[src/rtl/label_cnu_pkg.sv]
package label_cnu_pkg;

    // Smallest check degree the unit supports.
    localparam int unsigned CNU_MIN_DC = 3;

    // Default degree and label width.
    localparam int unsigned CNU_DEF_DC = 6;
    localparam int unsigned CNU_DEF_W  = 4;

    // Sign-bit polarity of a label.
    typedef enum logic {
        SIGN_POS = 1'b0,
        SIGN_NEG = 1'b1
    } sign_e;

endpackage

[src/rtl/cnu_sign_unit.sv]
module cnu_sign_unit #(
    parameter int unsigned DC = 6
) (
    input  logic [DC-1:0] sgn_i,
    output logic [DC-1:0] ext_o
);

    logic total;

    // Removing an edge's own sign from the overall parity leaves
    // the parity of all the other edges.
    assign total = ^sgn_i;

    for (genvar j = 0; j < DC; j++) begin : g_ext
        assign ext_o[j] = total ^ sgn_i[j];
    end

endmodule

[src/rtl/cnu_min_pair.sv]
module cnu_min_pair #(
    parameter int unsigned DC = 6,
    parameter int unsigned MW = 3,
    parameter int unsigned IW = 3
) (
    input  logic [DC*MW-1:0] mag_i,
    output logic [MW-1:0]    min1_o,
    output logic [MW-1:0]    min2_o,
    output logic [IW-1:0]    idx_o
);

    // Linear scan. Only a strictly smaller value takes the first slot,
    // so ties keep the lowest index and the tied value drops into min2.
    always_comb begin
        min1_o = mag_i[0 +: MW];
        min2_o = '1;
        idx_o  = '0;
        for (int i = 1; i < DC; i++) begin
            if (mag_i[i*MW +: MW] < min1_o) begin
                min2_o = min1_o;
                min1_o = mag_i[i*MW +: MW];
                idx_o  = IW'(i);
            end else if (mag_i[i*MW +: MW] < min2_o) begin
                min2_o = mag_i[i*MW +: MW];
            end
        end
    end

endmodule

[src/rtl/cnu_edge_out.sv]
module cnu_edge_out #(
    parameter int unsigned DC      = 6,
    parameter int unsigned W       = 4,
    parameter int unsigned IW      = 3,
    parameter bit          REG_OUT = 1'b1
) (
    input  logic            clk,
    input  logic            rst_n,
    input  logic            in_vld,
    input  logic [DC-1:0]   ext_sgn_i,
    input  logic [W-2:0]    min1_i,
    input  logic [W-2:0]    min2_i,
    input  logic [IW-1:0]   idx_i,
    output logic            out_vld,
    output logic [DC*W-1:0] out_msg
);

    logic [DC*W-1:0] word;

    // Each edge picks min2 only at the minimum position.
    for (genvar j = 0; j < DC; j++) begin : g_edge
        assign word[j*W +: W] = {ext_sgn_i[j],
                                 (idx_i == IW'(j)) ? min2_i : min1_i};
    end

    if (REG_OUT) begin : g_reg
        always_ff @(posedge clk or negedge rst_n) begin
            if (!rst_n) begin
                out_vld <= 1'b0;
                out_msg <= '0;
            end else begin
                out_vld <= in_vld;
                if (in_vld) begin
                    out_msg <= word;
                end
            end
        end
    end else begin : g_comb
        assign out_vld = in_vld;
        assign out_msg = word;
    end

endmodule

[src/rtl/label_min_cnu.sv]
module label_min_cnu
    import label_cnu_pkg::*;
#(
    parameter int unsigned DC      = CNU_DEF_DC,
    parameter int unsigned W       = CNU_DEF_W,
    parameter bit          REG_OUT = 1'b1
) (
    input  logic            clk,
    input  logic            rst_n,
    input  logic            in_vld,
    input  logic [DC*W-1:0] in_msg,
    output logic            out_vld,
    output logic [DC*W-1:0] out_msg
);

    localparam int unsigned MW = W - 1;
    localparam int unsigned IW = (DC > 1) ? $clog2(DC) : 1;

    logic [DC-1:0]    sgn;
    logic [DC*MW-1:0] mag;
    logic [DC-1:0]    ext_sgn;
    logic [MW-1:0]    min1;
    logic [MW-1:0]    min2;
    logic [IW-1:0]    idx;

    // Split every label into its sign bit and magnitude.
    for (genvar g = 0; g < DC; g++) begin : g_split
        assign sgn[g]            = in_msg[g*W + W - 1];
        assign mag[g*MW +: MW]   = in_msg[g*W +: MW];
    end

    cnu_sign_unit #(.DC(DC)) sign_i (
        .sgn_i (sgn),
        .ext_o (ext_sgn)
    );

    cnu_min_pair #(.DC(DC), .MW(MW), .IW(IW)) minp_i (
        .mag_i  (mag),
        .min1_o (min1),
        .min2_o (min2),
        .idx_o  (idx)
    );

    cnu_edge_out #(.DC(DC), .W(W), .IW(IW), .REG_OUT(REG_OUT)) outp_i (
        .clk       (clk),
        .rst_n     (rst_n),
        .in_vld    (in_vld),
        .ext_sgn_i (ext_sgn),
        .min1_i    (min1),
        .min2_i    (min2),
        .idx_i     (idx),
        .out_vld   (out_vld),
        .out_msg   (out_msg)
    );

endmodule

[config.mk]
export PLATFORM = sky130hd
export DESIGN_NAME = label_min_cnu
export DESIGN_NICKNAME = d
export VERILOG_FILES = /design/src/rtl/label_cnu_pkg.sv /design/src/rtl/cnu_sign_unit.sv /design/src/rtl/cnu_min_pair.sv /design/src/rtl/cnu_edge_out.sv /design/src/rtl/label_min_cnu.sv
export SDC_FILE = /design/constraint.sdc
export NUM_CORES = 1
export LEC_CHECK = 0
export BUFFER_PORTS_ARGS = -buffer_cell sky130_fd_sc_hd__buf_2
export CAP_MARGIN = 5
export CORE_ASPECT_RATIO = 0.9
export CORE_UTILIZATION = 50
export CTS_CLUSTER_SIZE = 25
export DETAILED_ROUTE_END_ITERATION = 6
export PLACE_DENSITY = 0.71
export SKIP_CTS_REPAIR_TIMING = 1
export SLEW_MARGIN = 10
export SYNTH_ARGS = -nofsm -noshare
export SYNTH_HDL_FRONTEND = slang
export SYNTH_SLANG_ARGS = --single-unit
[constraint.sdc]
create_clock -name clk -period 1.2 [get_ports clk]
set_clock_uncertainty 0.1 [all_clocks]
set_input_delay 0.12 -clock clk [delete_from_list [all_inputs] [get_ports clk]]
set_output_delay 0.12 -clock clk [all_outputs]
set_load 0.01 [all_outputs]
==> impl_metrics.tcl <==
set metrics [dict create \
    n_antenna_cell 0 \
    grt_pass1_wl_um 10400 \
    outcome "finished with violations" \
    fin_cells 490 \
    drive_gt1_share_pct 59.6 \
    critPathCapture "outp_i.out_msg[1]" \
    grt_pass1_vias 2316 \
    yosys.area.top_type "dfrtp_1" \
    avgSynthCellArea_sq_um 8.72 \
    whs_ns 0.154 \
    drc 0 \
    finalSetupTns_ns -81.63 \
    synthFlopType "dfrtp_1" \
    drt_iter0_markers 237 \
    hold_class "primary input to flip-flop" \
    cts-buffers-inserted 3 \
    initial_core_util_pct 52.5 \
    finalWirelength_um 9830 \
    clockBufferDepth 2 \
    clock_latency_ns 0.27 \
    hpwl_um 5220 \
    violations "setup timing" \
    cts_tree "done" \
    muxShareOfSynthArea_pct 13.3 \
    cpMaxStageDelayCell "o31a_4" \
    synth_top_area_share_pct 26.4 \
    synth_top_family_by_area "compound AO/OA/AOI/OAI gates" \
    crit_top_cell "nor2_1" \
    synth-seq-area-share_pct 26.4 \
    syn_nets 324 \
    timing.fmax_mhz 169 \
    hold_violations 0 \
    max_cap_violations 0 \
    power_density_nw_per_um2 1280 \
    io_pins 52 \
    syn_inst 272 \
    slew_headroom_pct 61.9 \
    ys_top_cells_by_area "dfrtp_1 (26%), ha_1 (13%), mux2_2 (7.6%)" \
    timing.rr.end "outp_i.out_msg[9]" \
    synth.distinct_cells 50 \
    placed_cells 467 \
    cts_num_sinks 25 \
    ir_worst_vdd_mv 0.954 \
    ys_seq_elements 25 \
    setup_slack_ns -4.70 \
    rr_worst_depth 3 \
    place_congestion 0.816 \
    fin_crit_ns 5.90 \
    ant_nets 0 \
    crit_arrival_ns 5.98 \
    grt_overflow 0 \
    cp-start-kind "primary input" \
    synth_compound_area_share_pct 24.0 \
    cp-end-kind "flip-flop" \
    io_buffers 51 \
    area_delta_synth_final_pct 71.5 \
    dieArea_sq_um 5020 \
    p_leak_nw 1.96 \
    synth_xor_xnor_area_share_pct 3.69 \
    viasPerCell 5.99 \
    slowest_delay_ns 0.39 \
    vias 2933 \
    fin_nets 481 \
    clk_pin_slew_ns 0.09 \
    clock-root-buffer "clkbuf_8" \
    r2r_start "outp_i.out_msg[9]" \
    route.detailed.wl_per_inst_um 20.1 \
    async_reset_ff_share_pct 100 \
    finalSetupViolCount 22 \
    rows 23 \
    rrSetupSlack_ns 0.12 \
    required_ns 1.28 \
    crit_start "in_msg[1]" \
    synth_edf_count 0 \
    dr.pass1.iters 5 \
    synth_area_sq_um 2370 \
    worst-path-max-fanout 4 \
    htreeDepth 1 \
    worst_pin_slew_ns 0.571 \
    place_ws_ns -4.85 \
    synth_fa_ha_area_share_pct 13.2 \
    n_fill_cell 187 \
    drv_slew 0 \
    die_w_um 74.6 \
    coreArea_sq_um 4520 \
    grt_use_total_pct 26.5 \
    synth-simple-area-share_pct 14.3 \
    rsz0062_at_grt "yes" \
    fp.dieH_um 67.3 \
    ys_warn_count 0 \
    antenna_found_initial 0 \
    grt_max_degree 26 \
    finalCritPeriodShare_pct 492 \
    path_class "primary input to flip-flop" \
]
kinds of logic (layout without fill, tap and decap cells):
group | count (synthesis) | in the layout
mux | 29 | 29
xor+xnor | 10 | 10
compound gates | 79 | 79
flops | 25 | 25
simple gates | 74 | 74
fa+ha+maj | 25 | 25
buf+inv | 30 | 186
final cells by class:
class | count | area [sq um] | area share, %
Tap cell | 62 | 77.6 | 1.91
Sequential cell | 25 | 626 | 15.4
Multi-Input combinational cell | 217 | 2110 | 52.0
Clock inverter | 1 | 5.00 | 0.123
Clock buffer | 3 | 41.3 | 1.02
Inverter | 23 | 88.8 | 2.18
Timing Repair Buffer | 159 | 1120 | 27.4
state kept, by name, summed over array words and instances, names as in the netlist:
| name | flops |
|---|---|
| outp_i.out_vld | 1 |
| outp_i.out_msg | 24 |
synth_stat cells, drive strengths merged (3+ instances only):
library cell,count
nor2b,4
o21a,3
mux2,17
o21ai,9
xnor2,7
clkbuf,5
o31ai,4
nand3,3
a211oi,5
inv,23
ha,25
a21o,5
nor3,5
o211ai,5
nand2b,3
nor2,41
mux2i,12
a31oi,6
xor2,3
or3,3
a22oi,4
nand2,8
a21oi,22
dfrtp,25
metal layers:
metal,track usage (%),up-vias,wire length [um]
li1,-,1295,-
met4,3.30,0,589
met3,4.18,71,695
met2,44.4,174,4670
met5,0,-,0
met1,37.0,1393,3870
power breakdown:
| part | switching (W) | internal, W | leakage, nW |
|---|---|---|---|
| logic | 0.00175 | 0.00175 | 1.63 |
| registers | 0.000131 | 0.00106 | 0.300 |
| clock network | 0.000272 | 0.000233 | 0.0255 |
| total | 0.00216 | 0.00304 | 1.96 |
stage by stage:
stage | cell area (sq um) | power, W | utilization, %
after global placement | 3460 | 0.00358 | 76.6
after floorplan | 2490 | 0.00259 | -
after detailed placement | 3460 | 0.00366 | 76.6
after global routing | 4070 | 0.00542 | 90.0
final | 4070 | 0.00519 | 90.0
after CTS | 3510 | 0.00416 | 77.6
how the worst min path moves through the flow:
stage,from,to,slack (ns),depth (start not counted)
2_1_floorplan,rst_n,outp_i.out_msg[0],-0.28,0
3_3_place_gp,rst_n,outp_i.out_msg[20],0.04,1
3_5_place_dp,rst_n,outp_i.out_msg[9],0.04,1
4_1_cts,rst_n,outp_i.out_msg[19],-0.25,1
5_1_grt,in_msg[23],outp_i.out_msg[19],0.16,3
6_report,in_msg[23],outp_i.out_msg[19],0.15,3
placed cells by master, fill, tap and decap left out, types with 3 or more instances in the layout:
cell type	instances
a31oi_4	4
o31ai_2	3
ha_1	17
a21oi_1	15
nor2b_1	4
dfrtp_1	25
a211oi_1	3
inv_2	3
mux2i_4	3
a21oi_2	7
nor2_4	3
a21o_1	4
nor2_2	9
nand2b_1	3
xnor2_1	4
mux2_4	8
clkbuf_8	3
mux2i_1	9
nor2_1	29
buf_2	50
o21ai_0	5
nand2_1	6
ha_4	6
o211ai_1	4
buf_4	98
inv_1	19
nor3_2	3
xnor2_2	3
o21a_1	3
mux2_2	9
buf_6	8
worst max-delay path, delay by kind of cell:
kind / cells / cell delay [ns]
multiplexers: 1 / 0.26
buffers and inverters: 5 / 0.50
AO/OA/AOI/OAI: 12 / 2.30
AND/OR/NAND/NOR: 12 / 1.69
adder cells (fa/ha/maj): 5 / 1.12
Note: power is estimated with default switching activity, not from simulation.
